### src/rtl/mii_csgate_pkg.sv
// Package: shared constants for the MII carrier-sense / isolate gating block.
// Assumes the enable vector keeps fixed-function pins first and data pins after.
package mii_csgate_pkg;
    localparam int OE_TX_CLK = 0;
    localparam int OE_RX_CLK = 1;
    localparam int OE_RX_DV  = 2;
    localparam int OE_RX_ER  = 3;
    localparam int OE_COL    = 4;
    localparam int OE_CRS    = 5;
    localparam int OE_FIXED  = 6;   // index of RXD[0]

    typedef struct packed {
        logic rptr;
        logic iso;
    } csgate_cfg_t;
endpackage

### src/rtl/mii_csgate_cfg.sv
// Module: configuration bits (role and isolate).
// Loads hardware defaults on every reset edge and accepts software writes
// afterwards; a write is visible on the cycle after its edge.
module mii_csgate_cfg
    import mii_csgate_pkg::*;
#(
    parameter int ADDR_W = 5
) (
    input  logic              clk,
    input  logic              rst_n,
    input  logic              strap_rptr,
    input  logic [ADDR_W-1:0] phy_addr,
    input  logic              wr_rptr_en,
    input  logic              wr_rptr_val,
    input  logic              wr_iso_en,
    input  logic              wr_iso_val,
    output csgate_cfg_t       cfg
);
    localparam logic [ADDR_W-1:0] ADDR_ZERO = '0;

    // Hold role and isolate bits: strap/address defaults, then writes.
    always_ff @(posedge clk) begin
        if (!rst_n) begin
            cfg.rptr <= strap_rptr;
            cfg.iso  <= (phy_addr == ADDR_ZERO);
        end else begin
            if (wr_rptr_en) cfg.rptr <= wr_rptr_val;
            if (wr_iso_en)  cfg.iso  <= wr_iso_val;
        end
    end
endmodule

### src/rtl/mii_csgate_crs.sv
// Module: carrier-sense and integrity-monitor enable generation.
// Purely combinational; assumes the activity flags are already synchronous.
module mii_csgate_crs (
    input  logic rptr,
    input  logic speed_100,
    input  logic rx_active,
    input  logic tx_active,
    output logic crs,
    output logic cim_en
);
    // Repeater counts receive only; node counts receive or transmit.
    always_comb begin
        crs    = rx_active | (tx_active & ~rptr);
        cim_en = rptr & speed_100;
    end
endmodule

### src/rtl/mii_csgate_iso.sv
// Module: isolate gate. Registers the transmit inputs toward the datapath,
// forcing them inactive while isolated, and registers one enable per MII
// output so that the drivers change cleanly when isolate toggles.
module mii_csgate_iso #(
    parameter int DATA_W = 4,
    parameter int OE_W   = 10
) (
    input  logic              clk,
    input  logic              rst_n,
    input  logic              iso,
    input  logic [DATA_W-1:0] mii_txd,
    input  logic              mii_tx_en,
    input  logic              mii_tx_er,
    output logic [DATA_W-1:0] dp_txd,
    output logic              dp_tx_en,
    output logic              dp_tx_er,
    output logic [OE_W-1:0]   oe,
    output logic              idle_req
);
    // Transmit path: pass registered inputs, or zeros while isolated.
    always_ff @(posedge clk) begin
        if (!rst_n || iso) begin
            dp_txd   <= '0;
            dp_tx_en <= 1'b0;
            dp_tx_er <= 1'b0;
        end else begin
            dp_txd   <= mii_txd;
            dp_tx_en <= mii_tx_en;
            dp_tx_er <= mii_tx_er;
        end
    end

    // One enable flop per output pin, all following the isolate bit.
    for (genvar i = 0; i < OE_W; i++) begin : g_oe
        always_ff @(posedge clk) begin
            if (!rst_n) oe[i] <= 1'b0;
            else        oe[i] <= ~iso;
        end
    end

    // Line idle request stays up after reset regardless of isolate.
    always_ff @(posedge clk) begin
        if (!rst_n) idle_req <= 1'b0;
        else        idle_req <= 1'b1;
    end
endmodule

### src/rtl/mii_csgate_top.sv
// Module: top of the MII carrier-sense and isolate gating block.
// Assumes all inputs are synchronous to clk; reset is synchronous, active low.
module mii_csgate_top
    import mii_csgate_pkg::*;
#(
    parameter int ADDR_W = 5,
    parameter int DATA_W = 4,
    localparam int OE_W  = OE_FIXED + DATA_W
) (
    input  logic              clk,
    input  logic              rst_n,
    input  logic              strap_rptr,
    input  logic [ADDR_W-1:0] phy_addr,
    input  logic              speed_100,
    input  logic              rx_active,
    input  logic              tx_active,
    input  logic              wr_rptr_en,
    input  logic              wr_rptr_val,
    input  logic              wr_iso_en,
    input  logic              wr_iso_val,
    input  logic [DATA_W-1:0] mii_txd,
    input  logic              mii_tx_en,
    input  logic              mii_tx_er,
    output logic [DATA_W-1:0] dp_txd,
    output logic              dp_tx_en,
    output logic              dp_tx_er,
    output logic              crs,
    output logic              cim_en,
    output logic              rptr_mode,
    output logic              iso_mode,
    output logic [OE_W-1:0]   oe,
    output logic              idle_req
);
    csgate_cfg_t cfg;

    mii_csgate_cfg #(.ADDR_W(ADDR_W)) u_cfg (
        .clk(clk), .rst_n(rst_n), .strap_rptr(strap_rptr), .phy_addr(phy_addr),
        .wr_rptr_en(wr_rptr_en), .wr_rptr_val(wr_rptr_val),
        .wr_iso_en(wr_iso_en), .wr_iso_val(wr_iso_val), .cfg(cfg)
    );

    mii_csgate_crs u_crs (
        .rptr(cfg.rptr), .speed_100(speed_100), .rx_active(rx_active),
        .tx_active(tx_active), .crs(crs), .cim_en(cim_en)
    );

    mii_csgate_iso #(.DATA_W(DATA_W), .OE_W(OE_W)) u_iso (
        .clk(clk), .rst_n(rst_n), .iso(cfg.iso), .mii_txd(mii_txd),
        .mii_tx_en(mii_tx_en), .mii_tx_er(mii_tx_er), .dp_txd(dp_txd),
        .dp_tx_en(dp_tx_en), .dp_tx_er(dp_tx_er), .oe(oe), .idle_req(idle_req)
    );

    // Expose configuration bits.
    always_comb begin
        rptr_mode = cfg.rptr;
        iso_mode  = cfg.iso;
    end
endmodule

### config.mk
export PLATFORM = sky130hd
export DESIGN_NAME = mii_csgate_top
export DESIGN_NICKNAME = d
export VERILOG_FILES = /design/src/rtl/mii_csgate_pkg.sv /design/src/rtl/mii_csgate_cfg.sv /design/src/rtl/mii_csgate_crs.sv /design/src/rtl/mii_csgate_iso.sv /design/src/rtl/mii_csgate_top.sv
export SDC_FILE = /design/constraint.sdc
export NUM_CORES = 1
export LEC_CHECK = 0
export ABC_AREA = 1
export BUFFER_PORTS_ARGS = -buffer_cell sky130_fd_sc_hd__buf_2
export CORE_MARGIN = 2
export CORE_UTILIZATION = 30
export CTS_CLUSTER_DIAMETER = 40
export DETAILED_ROUTE_END_ITERATION = 16
export MAX_ROUTING_LAYER = met4
export PLACE_DENSITY = 0.69
export RECOVER_POWER = 25
export SYNTH_ARGS = -nofsm -noshare
export SYNTH_HDL_FRONTEND = slang
export SYNTH_SLANG_ARGS = --single-unit
### constraint.sdc
create_clock -name clk -period 1 [get_ports clk]
set_input_delay 0.15 -clock clk [delete_from_list [all_inputs] [get_ports clk]]
set_output_delay 0.15 -clock clk [all_outputs]
set_load 0.01 [all_outputs]
Word-level counts from Yosys, hierarchy flattened
Index checks and enable logic that the tools add are counted.

Register bits after elaboration: 10. Bits in latches: 0. Output and inout bits: 21. Memory bits (read-only): 0. Memory bits (writable): 0. Memories kept: 0.

Eq/ne operators: 2. Multiply operators: 0. Reductions and logical operators: 3. Add/subtract/negate cells: 0. Shift-type cells: 0. Order comparisons: 0. Div/mod/pow operators: 0. Multiplexer cells: 4. Bitwise gates (word level): 5.

Operator list (number): logical NOT 5 bit (1); != test 2 x 1 -> 1 bit, second input constant (2); 2-to-1 mux 1 bit (3); bitwise AND 1 bit (2); 2-to-1 mux 2 bit (1); NOT 1 bit (2); logical NOT 1 bit (1); logical OR 1 bit (1); OR 1 bit (1).

Logic depth before layout (Yosys ltp)
Gate-level depths: netlist of run 1.

Word-level depth: 3. Mapped depth: 4. Depth with buffers taken out: 4.

Modules after synthesis
A second synthesis of run 1 with hierarchy kept.

Cells, all modules: 53. Area total of the unflattened synthesis: 420.4 sq um.

By module, submodules not included: mii_csgate_iso (cells each 32, times used 1, area an instance 286.5 sq um); mii_csgate_cfg (cells each 15, times used 1, area an instance 111.4 sq um); mii_csgate_crs (cells each 6, times used 1, area an instance 22.5 sq um).

Worst setup path before layout of run 1
No wires, ideal clock.

Kind: flip-flop to output port. From: reg, netlist name u_cfg.cfg[1]. To: out crs. Arrival time: 0.679 ns. Slack: 0.171 ns. Stages on the path, launching flop included: 2. Cells stage by stage: edfxtp_1 o21bai_1.

Word-level cells in the longest chain between the ends: 3.

Ends and longest elaborated chain: NOT 1 bit (line mii_csgate_crs.sv:13) `crs = rx_active | (tx_active & ~rptr);`; bitwise AND 1 bit (line mii_csgate_crs.sv:13); OR 1 bit (line mii_csgate_crs.sv:13); to (decl) (line mii_csgate_top.sv:27) `output logic crs,`.

Every way passes these cells.

Final worst setup path of run 1
From: reg, netlist name u_cfg.cfg[1]. To: out crs.

Word-level cells in the longest chain between the ends: 3.

Ends and longest elaborated chain (line): NOT 1 bit (mii_csgate_crs.sv:13); bitwise AND 1 bit (mii_csgate_crs.sv:13); OR 1 bit (mii_csgate_crs.sv:13).

Every way passes these cells.

==> flow_metrics.tcl, run 1 <==
set metrics [dict create \
    min_from "rst_n" \
    mappedNetlistArea_um2 418 \
    final_antenna_net_count 0 \
    critPathCaptureType "primary output" \
    synth_seq_area_share_pct 52.7 \
    postSynthAreaPerCell_um2 8.53 \
    cts_hold_buf 0 \
    synth.yosys.warnings 0 \
    worstPathMaxFanout 3 \
    crit_path_top_delay_cell "sky130_fd_sc_hd__edfxtp_1" \
    crit_path_cell_trace "o21bai_1 > buf_2" \
    worstSkewPairLatency_ps 250 \
    depth_of_the_worst_register_to_register_path 3 \
    final_hold_slack_ps 76.9 \
    grt_max_degree 11 \
    die_width_um 41.3 \
    final_net_count 107 \
    root_buffer "sky130_fd_sc_hd__clkbuf_4" \
    layout_min_cycle_time_ps 1070 \
    vias_in_the_first_global_route 292 \
    min_period_over_period_pct 107 \
    vias 398 \
    postSynthCellCount 49 \
    min_path_type "in2reg" \
    net-switching-power_uw 224 \
    drive_above_1_share_pct 51.8 \
    grt-busiest-layer "met2" \
    multi_input_logic_area_um2 85.1 \
    grt_antenna_before_repair 0 \
    drc_errors 0 \
    detail_route.vias_per_cell 3.98 \
    static_leakage_uw 0.000376 \
    portBuffers 41 \
    yosys_cell_types 11 \
    cellInternalPower_uw 666 \
    fmaxAchievable_ghz 0.933 \
    insertedDiodeCount 0 \
    place_congestion 0.640 \
    routed_wire_length_per_instance_um 7.28 \
    timing_worst_slew_pin_value_ps 171 \
    crit-reg2reg-capture "u_iso.dp_tx_en$_SDFF_PP0_" \
    global_route_wire_length_before_repair_um 993 \
    clkTransAtPathRegs_ps 60 \
    firstDrtPassIters 2 \
    setup.worst_path.class "reg2out" \
    setup-violations-final 2 \
    outcome "complete, but fails checks" \
    chipHeight_um 41.3 \
    cts_post_setup_buffers_inserted 0 \
    cp_data_required_time_ps 850 \
    clockBufferDepth 2 \
    numPlacedInstances 96 \
    core-area_um2 1300 \
    p_per_area_nw_per_um2 1490 \
    cp_top_family "flip-flops" \
    power_share_of_the_sequential_group_pct 51.0 \
    timing.hold.worst_endpoint "u_iso.idle_req$_DFF_P_" \
    startpoint_type "flip-flop" \
    synth_nets 70 \
    min_path_cells 1 \
    timing.critical_path.arrival_ps 920 \
    violations "negative setup slack" \
    drt_first_iter_violations 3 \
    detail_route.wirelength_um 728 \
    final_max_slew_viol_count 0 \
    floorplan.initialDensity_pct 32.1 \
    final_common_cell "sky130_fd_sc_hd__buf_2" \
    worst_ir_drop_vdd_mv 0.587 \
    swShare_pct 25.2 \
    worst-r2r-setup-slack_ps 180 \
    aggregate_global_route_resource_usage_pct 9.76 \
    finalHoldViolCount 0 \
    row_count 13 \
    grt.met3_usage_pct 2.13 \
    gr-usage-met1_pct 7.92 \
    globalRouteMet2Util_pct 16.4 \
    unrepaired_setup_endpoints_after_global_routing "yes" \
    postSynthRegisterBits 10 \
    fp.dieArea_um2 1710 \
    fillCellCount 148 \
    final.setup_skew_ps 2.03 \
    critical_path.n_buffers_inverters 1 \
    timing.slew.headroom_pct 88.6 \
    worst_r2r_startpoint "u_cfg.cfg[0]$_DFFE_PP_" \
    critPathMaxStageDelay_ps 400 \
    cts_tree "yes" \
    grt_remaining_overflow 0 \
    final.setup.worst_slack_ps -71.9 \
    clkPwrFrac_pct 30.4 \
    final-seq-area_um2 224 \
    design.portCount 42 \
    pwr-share-comb_pct 18.6 \
    cts-buffers-inserted 3 \
    final-instance-count-excl-fill 100 \
    clkSinkCount 10 \
    timing.max_cap.violations 0 \
    post-layout-total-power_uw 889 \
    h-tree-depth 1 \
    dp.final_hpwl_um 637 \
    layout_common_cells "sky130_fd_sc_hd__buf_2 (40), sky130_fd_sc_hd__nor2_1 (10), sky130_fd_sc_hd__inv_1 (10)" \
    area_growth_syn_to_layout_pct 42.5 \
]
## flip-flops by register name, indices dropped and copies added (netlist names)
name            count
u_iso.dp_txd        4
u_cfg.cfg           2
u_iso.dp_tx_en      1
u_iso.dp_tx_er      1
u_iso.idle_req      1
u_iso.oe            1
## what timing repair did
action | CTS | global route
endpoints found under the hold margin | 0 | 0
resized for setup | 1 | 1
pin swaps | 1 | 1
setup endpoints to repair | 13 | 14
## cells by family after synthesis
group,synth area share [%]
buffers and inverters,25.1
DFF,52.7
and+or+nand+nor,20.4
AOI/OAI and AO/OA,1.80
## cells in the mapped netlist
master	count	area (µm²)
sky130_fd_sc_hd__nor2_4	1	11.3
sky130_fd_sc_hd__buf_4	9	67.6
sky130_fd_sc_hd__o21bai_1	1	7.51
sky130_fd_sc_hd__or2_1	2	12.5
sky130_fd_sc_hd__dfxtp_1	8	160
sky130_fd_sc_hd__nor2_1	9	33.8
sky130_fd_sc_hd__nand2_1	6	22.5
sky130_fd_sc_hd__edfxtp_1	2	60.1
sky130_fd_sc_hd__inv_2	2	7.51
sky130_fd_sc_hd__inv_1	8	30.0
sky130_fd_sc_hd__nand3_1	1	5.00
## metrics by stage
step	utilization [%]	worst slack (ps)	TNS (ps)	instance area [µm²]
2_1_floorplan	-	171	0	418
3_3_place_gp	44.1	206	0	574
3_5_place_dp	44.1	190	0	574
4_1_cts	46.3	-84.3	-152	602
5_1_grt	45.8	-161	-293	596
6_report	45.8	-71.9	-119	596
## layout make-up
class / count / area share, %
clock buffer: 3 / 3.78
multi-input combinational: 20 / 14.3
tap: 15 / 3.15
timing repair buffer: 41 / 34.2
inverter: 10 / 6.30
clock inverter: 1 / 0.630
sequential: 10 / 37.6
## power groups by stage
stage,sequential [µW],combinational [µW],clock (µW)
final,453,166,270
after floorplan,482,95.5,0
after global routing,459,192,302
after global placement,464,172,0
after detailed placement,466,173,0
after CTS,457,173,286
## layer usage
layer | vias to the layer above | wire length, µm
li1 | 204 | -
met1 | 163 | 255
met2 | 29 | 350
met3 | 2 | 107
met4 | 0 | 14
met5 | - | 0
## how the worst max path moves through the flow
stage | slack (ps) | endpoint | startpoint | cells after the start
after CTS | -80 | crs | u_cfg.cfg[1]$_DFFE_PP_ | 2
after floorplan | 170 | crs | u_cfg.cfg[1]$_DFFE_PP_ | 1
after global routing | -160 | crs | u_cfg.cfg[1]$_DFFE_PP_ | 2
final | -70 | crs | u_cfg.cfg[1]$_DFFE_PP_ | 2
after global placement | 210 | crs | u_cfg.cfg[1]$_DFFE_PP_ | 2
after detailed placement | 190 | crs | u_cfg.cfg[1]$_DFFE_PP_ | 2
Power figures use the tool's default switching activity.
==> inputs of run 2 (changes only) <==
- SYNTH_HIERARCHICAL: default -> 1
==> flow_metrics.tcl, run 2 <==
set metrics [dict create \
    startpoint_type "flip-flop" \
    final.setup_skew_ps 1.39 \
    clockBufferDepth 2 \
    cp_data_required_time_ps 850 \
    root_buffer "sky130_fd_sc_hd__clkbuf_4" \
    fmaxAchievable_ghz 0.920 \
    dp.final_hpwl_um 592 \
    final_max_slew_viol_count 0 \
    h-tree-depth 1 \
    synth_ff_type "sky130_fd_sc_hd__dfxtp_1" \
    postSynth.asyncResetShare_pct 0 \
    detail_route.wirelength_um 743 \
    timing.slew.headroom_pct 80.4 \
    cts_post_setup_buffers_inserted 0 \
    p_per_area_nw_per_um2 1600 \
    synth.yosys.warnings 6 \
    critPathCaptureType "primary output" \
    synth_nets 74 \
    worstSkewPairLatency_ps 260 \
    design.portCount 42 \
    cts_tree "yes" \
    layout_min_cycle_time_ps 1090 \
    synthMostInstantiatedCell "sky130_fd_sc_hd__inv_1" \
    post-synth-top-area-fraction_pct 38.1 \
    placement_stage_cell_area_um2 577 \
    postLayoutCellArea_um2 613 \
    min_path_type "in2reg" \
    setup.worst_path.class "reg2out" \
    final_antenna_net_count 0 \
    final_hold_slack_ps 96.6 \
    synth.cells.most_frequent "sky130_fd_sc_hd__inv_1 (14), sky130_fd_sc_hd__buf_4 (9), sky130_fd_sc_hd__nor2_1 (9), sky130_fd_sc_hd__dfxtp_1 (8), sky130_fd_sc_hd__nand2_1 (8)" \
    fp.dieArea_um2 1720 \
    timing.critical_path.arrival_ps 940 \
    cts-buffers-inserted 3 \
    portBuffers 41 \
    numPlacedInstances 100 \
    grt_antenna_before_repair 0 \
    global_route_wire_length_before_repair_um 1290 \
    worst-r2r-setup-slack_ps 230 \
    worst_ir_drop_vdd_mv 0.676 \
    clkSinkCount 10 \
    postSynthRegisterBits 10 \
    synth-edff-count 2 \
    final.setup.worst_slack_ps -86.6 \
    routed_wire_length_per_instance_um 7.14 \
    row_count 13 \
    yosys-top-cells-area "sky130_fd_sc_hd__dfxtp_1 (38%), sky130_fd_sc_hd__buf_4 (16%), sky130_fd_sc_hd__edfxtp_1 (14%)" \
    outcome "complete, but fails checks" \
    vias 404 \
    static_leakage_uw 0.000403 \
    post-place-ws_ps 195 \
    grt_max_degree 11 \
    timing_worst_slew_pin_value_ps 295 \
    core-area_um2 1300 \
    biggestRegsByFlops "u_iso/dp_txd: 4 flops, u_cfg/cfg: 2 flops" \
    final-instance-count-excl-fill 104 \
    netlist.top_cell.by_area "sky130_fd_sc_hd__dfxtp_1" \
    die_width_um 41.4 \
    synth_seq_area_share_pct 52.4 \
    timing.max_cap.violations 0 \
    vias_in_the_first_global_route 329 \
    firstDrtPassIters 3 \
    mappedNetlistArea_um2 420 \
    drt_first_iter_violations 5 \
    place_congestion 0.644 \
    violations "negative setup slack" \
    final_net_count 111 \
    insertedDiodeCount 0 \
    floorplan.initialDensity_pct 32.3 \
    setup-violations-final 2 \
    detail_route.vias_per_cell 3.88 \
    drc_errors 0 \
    number_of_flip_flops_in_the_largest_register 4 \
    area_growth_syn_to_layout_pct 45.8 \
    max_flop_register "u_iso/dp_txd" \
    layout_common_cells "sky130_fd_sc_hd__buf_2 (40), sky130_fd_sc_hd__inv_1 (14), sky130_fd_sc_hd__nor2_1 (9), sky130_fd_sc_hd__nand2_1 (9), sky130_fd_sc_hd__dfxtp_1 (7)" \
    finalHoldViolCount 0 \
    aggregate_global_route_resource_usage_pct 10.2 \
    yosys_cell_types 9 \
    clkTransAtPathRegs_ps 70 \
    grt_remaining_overflow 0 \
    chipHeight_um 41.4 \
    postSynthCellCount 53 \
    min_period_over_period_pct 109 \
    unrepaired_setup_endpoints_after_global_routing "yes" \
    drive_above_1_share_pct 50.6 \
    worstPathMaxFanout 3 \
    final_common_cell "sky130_fd_sc_hd__buf_2" \
    postSynthAreaPerCell_um2 7.93 \
]
==> run 2: cell types whose count changed in the layout (fill, tap and decap cells not counted), sizes merged <==
cell | previous run | this run
or2 | 2 | 0
nor2 | 10 | 9
o21bai | 1 | 0
nand2 | 6 | 9
clkbuf | 4 | 5
clkinv | 1 | 0
o21ai | 0 | 1
inv | 10 | 14
==> run 2: timing repair <==
action | CTS | global route
endpoints found under the setup margin | 12 | 5
gates resized for setup | 1 | 1
hold buffers | 0 | 0
==> run 2: logic make-up (layout without fill, tap and decap cells) <==
group           count (synthesis)  after routing  synth area share [%]
simple gates                   19             19                  17.9
flops                          10             10                  52.4
buf+inv                        23             59                  28.6
compound gates                  1              1                  1.19
==> run 2: path summary, 6_finish.rpt <==
check / cells after the start / startpoint / endpoint
worst min-delay path: 3 / mii_tx_en / u_iso/dp_tx_en$_SDFF_PP0_
worst min register to register: 3 / u_cfg/cfg[0]$_DFFE_PP_ / u_iso/oe[7]$_SDFF_PN0_
worst max-delay path: 4 / u_cfg/cfg[1]$_DFFE_PP_ / crs
worst max register to register: 3 / u_cfg/cfg[0]$_DFFE_PP_ / u_iso/dp_txd[3]$_SDFF_PP0_
==> run 2: report_power, final <==
part	internal [µW]	switching [µW]	total, µW
Sequential	440	12.8	453
Clock	221	136	357
Combinational	81.6	88.3	170
Total	742	237	979
==> run 2: through the flow <==
step | utilization, % | setup TNS [ps] | power (µW)
detailed placement | 44.3 | 0 | 637
finish | 47.1 | -129 | 979
global route | 47.1 | -349 | 1050
global placement | 44.3 | 0 | 633
CTS | 47.2 | -157 | 1000
floorplan | - | 0 | 573
==> run 2: worst max-delay path, cell delays in order, from the launching register on <==
cell and delay, ps:
sky130_fd_sc_hd__edfxtp_1 400, sky130_fd_sc_hd__inv_1 70, sky130_fd_sc_hd__nand2_1 50, sky130_fd_sc_hd__nand2_1 50, sky130_fd_sc_hd__buf_2 120
==> run 2: layout make-up <==
class	instances	area, µm²
clock buffers	4	36.3
fillers	134	688
inverters	14	52.6
multi-input cells	20	77.6
flip-flops and latches	10	224
well taps	15	18.8
repair buffers	41	204
==> run 2: per-layer routing <==
layer  GRT usage [%]  share of wire (%)  routed length [µm]
met2            14.4                 43                 319
met3            1.74                 15                 112
met1            12.0                 41                 302
met4            9.68                1.3                  10
met5               -                  0                   0
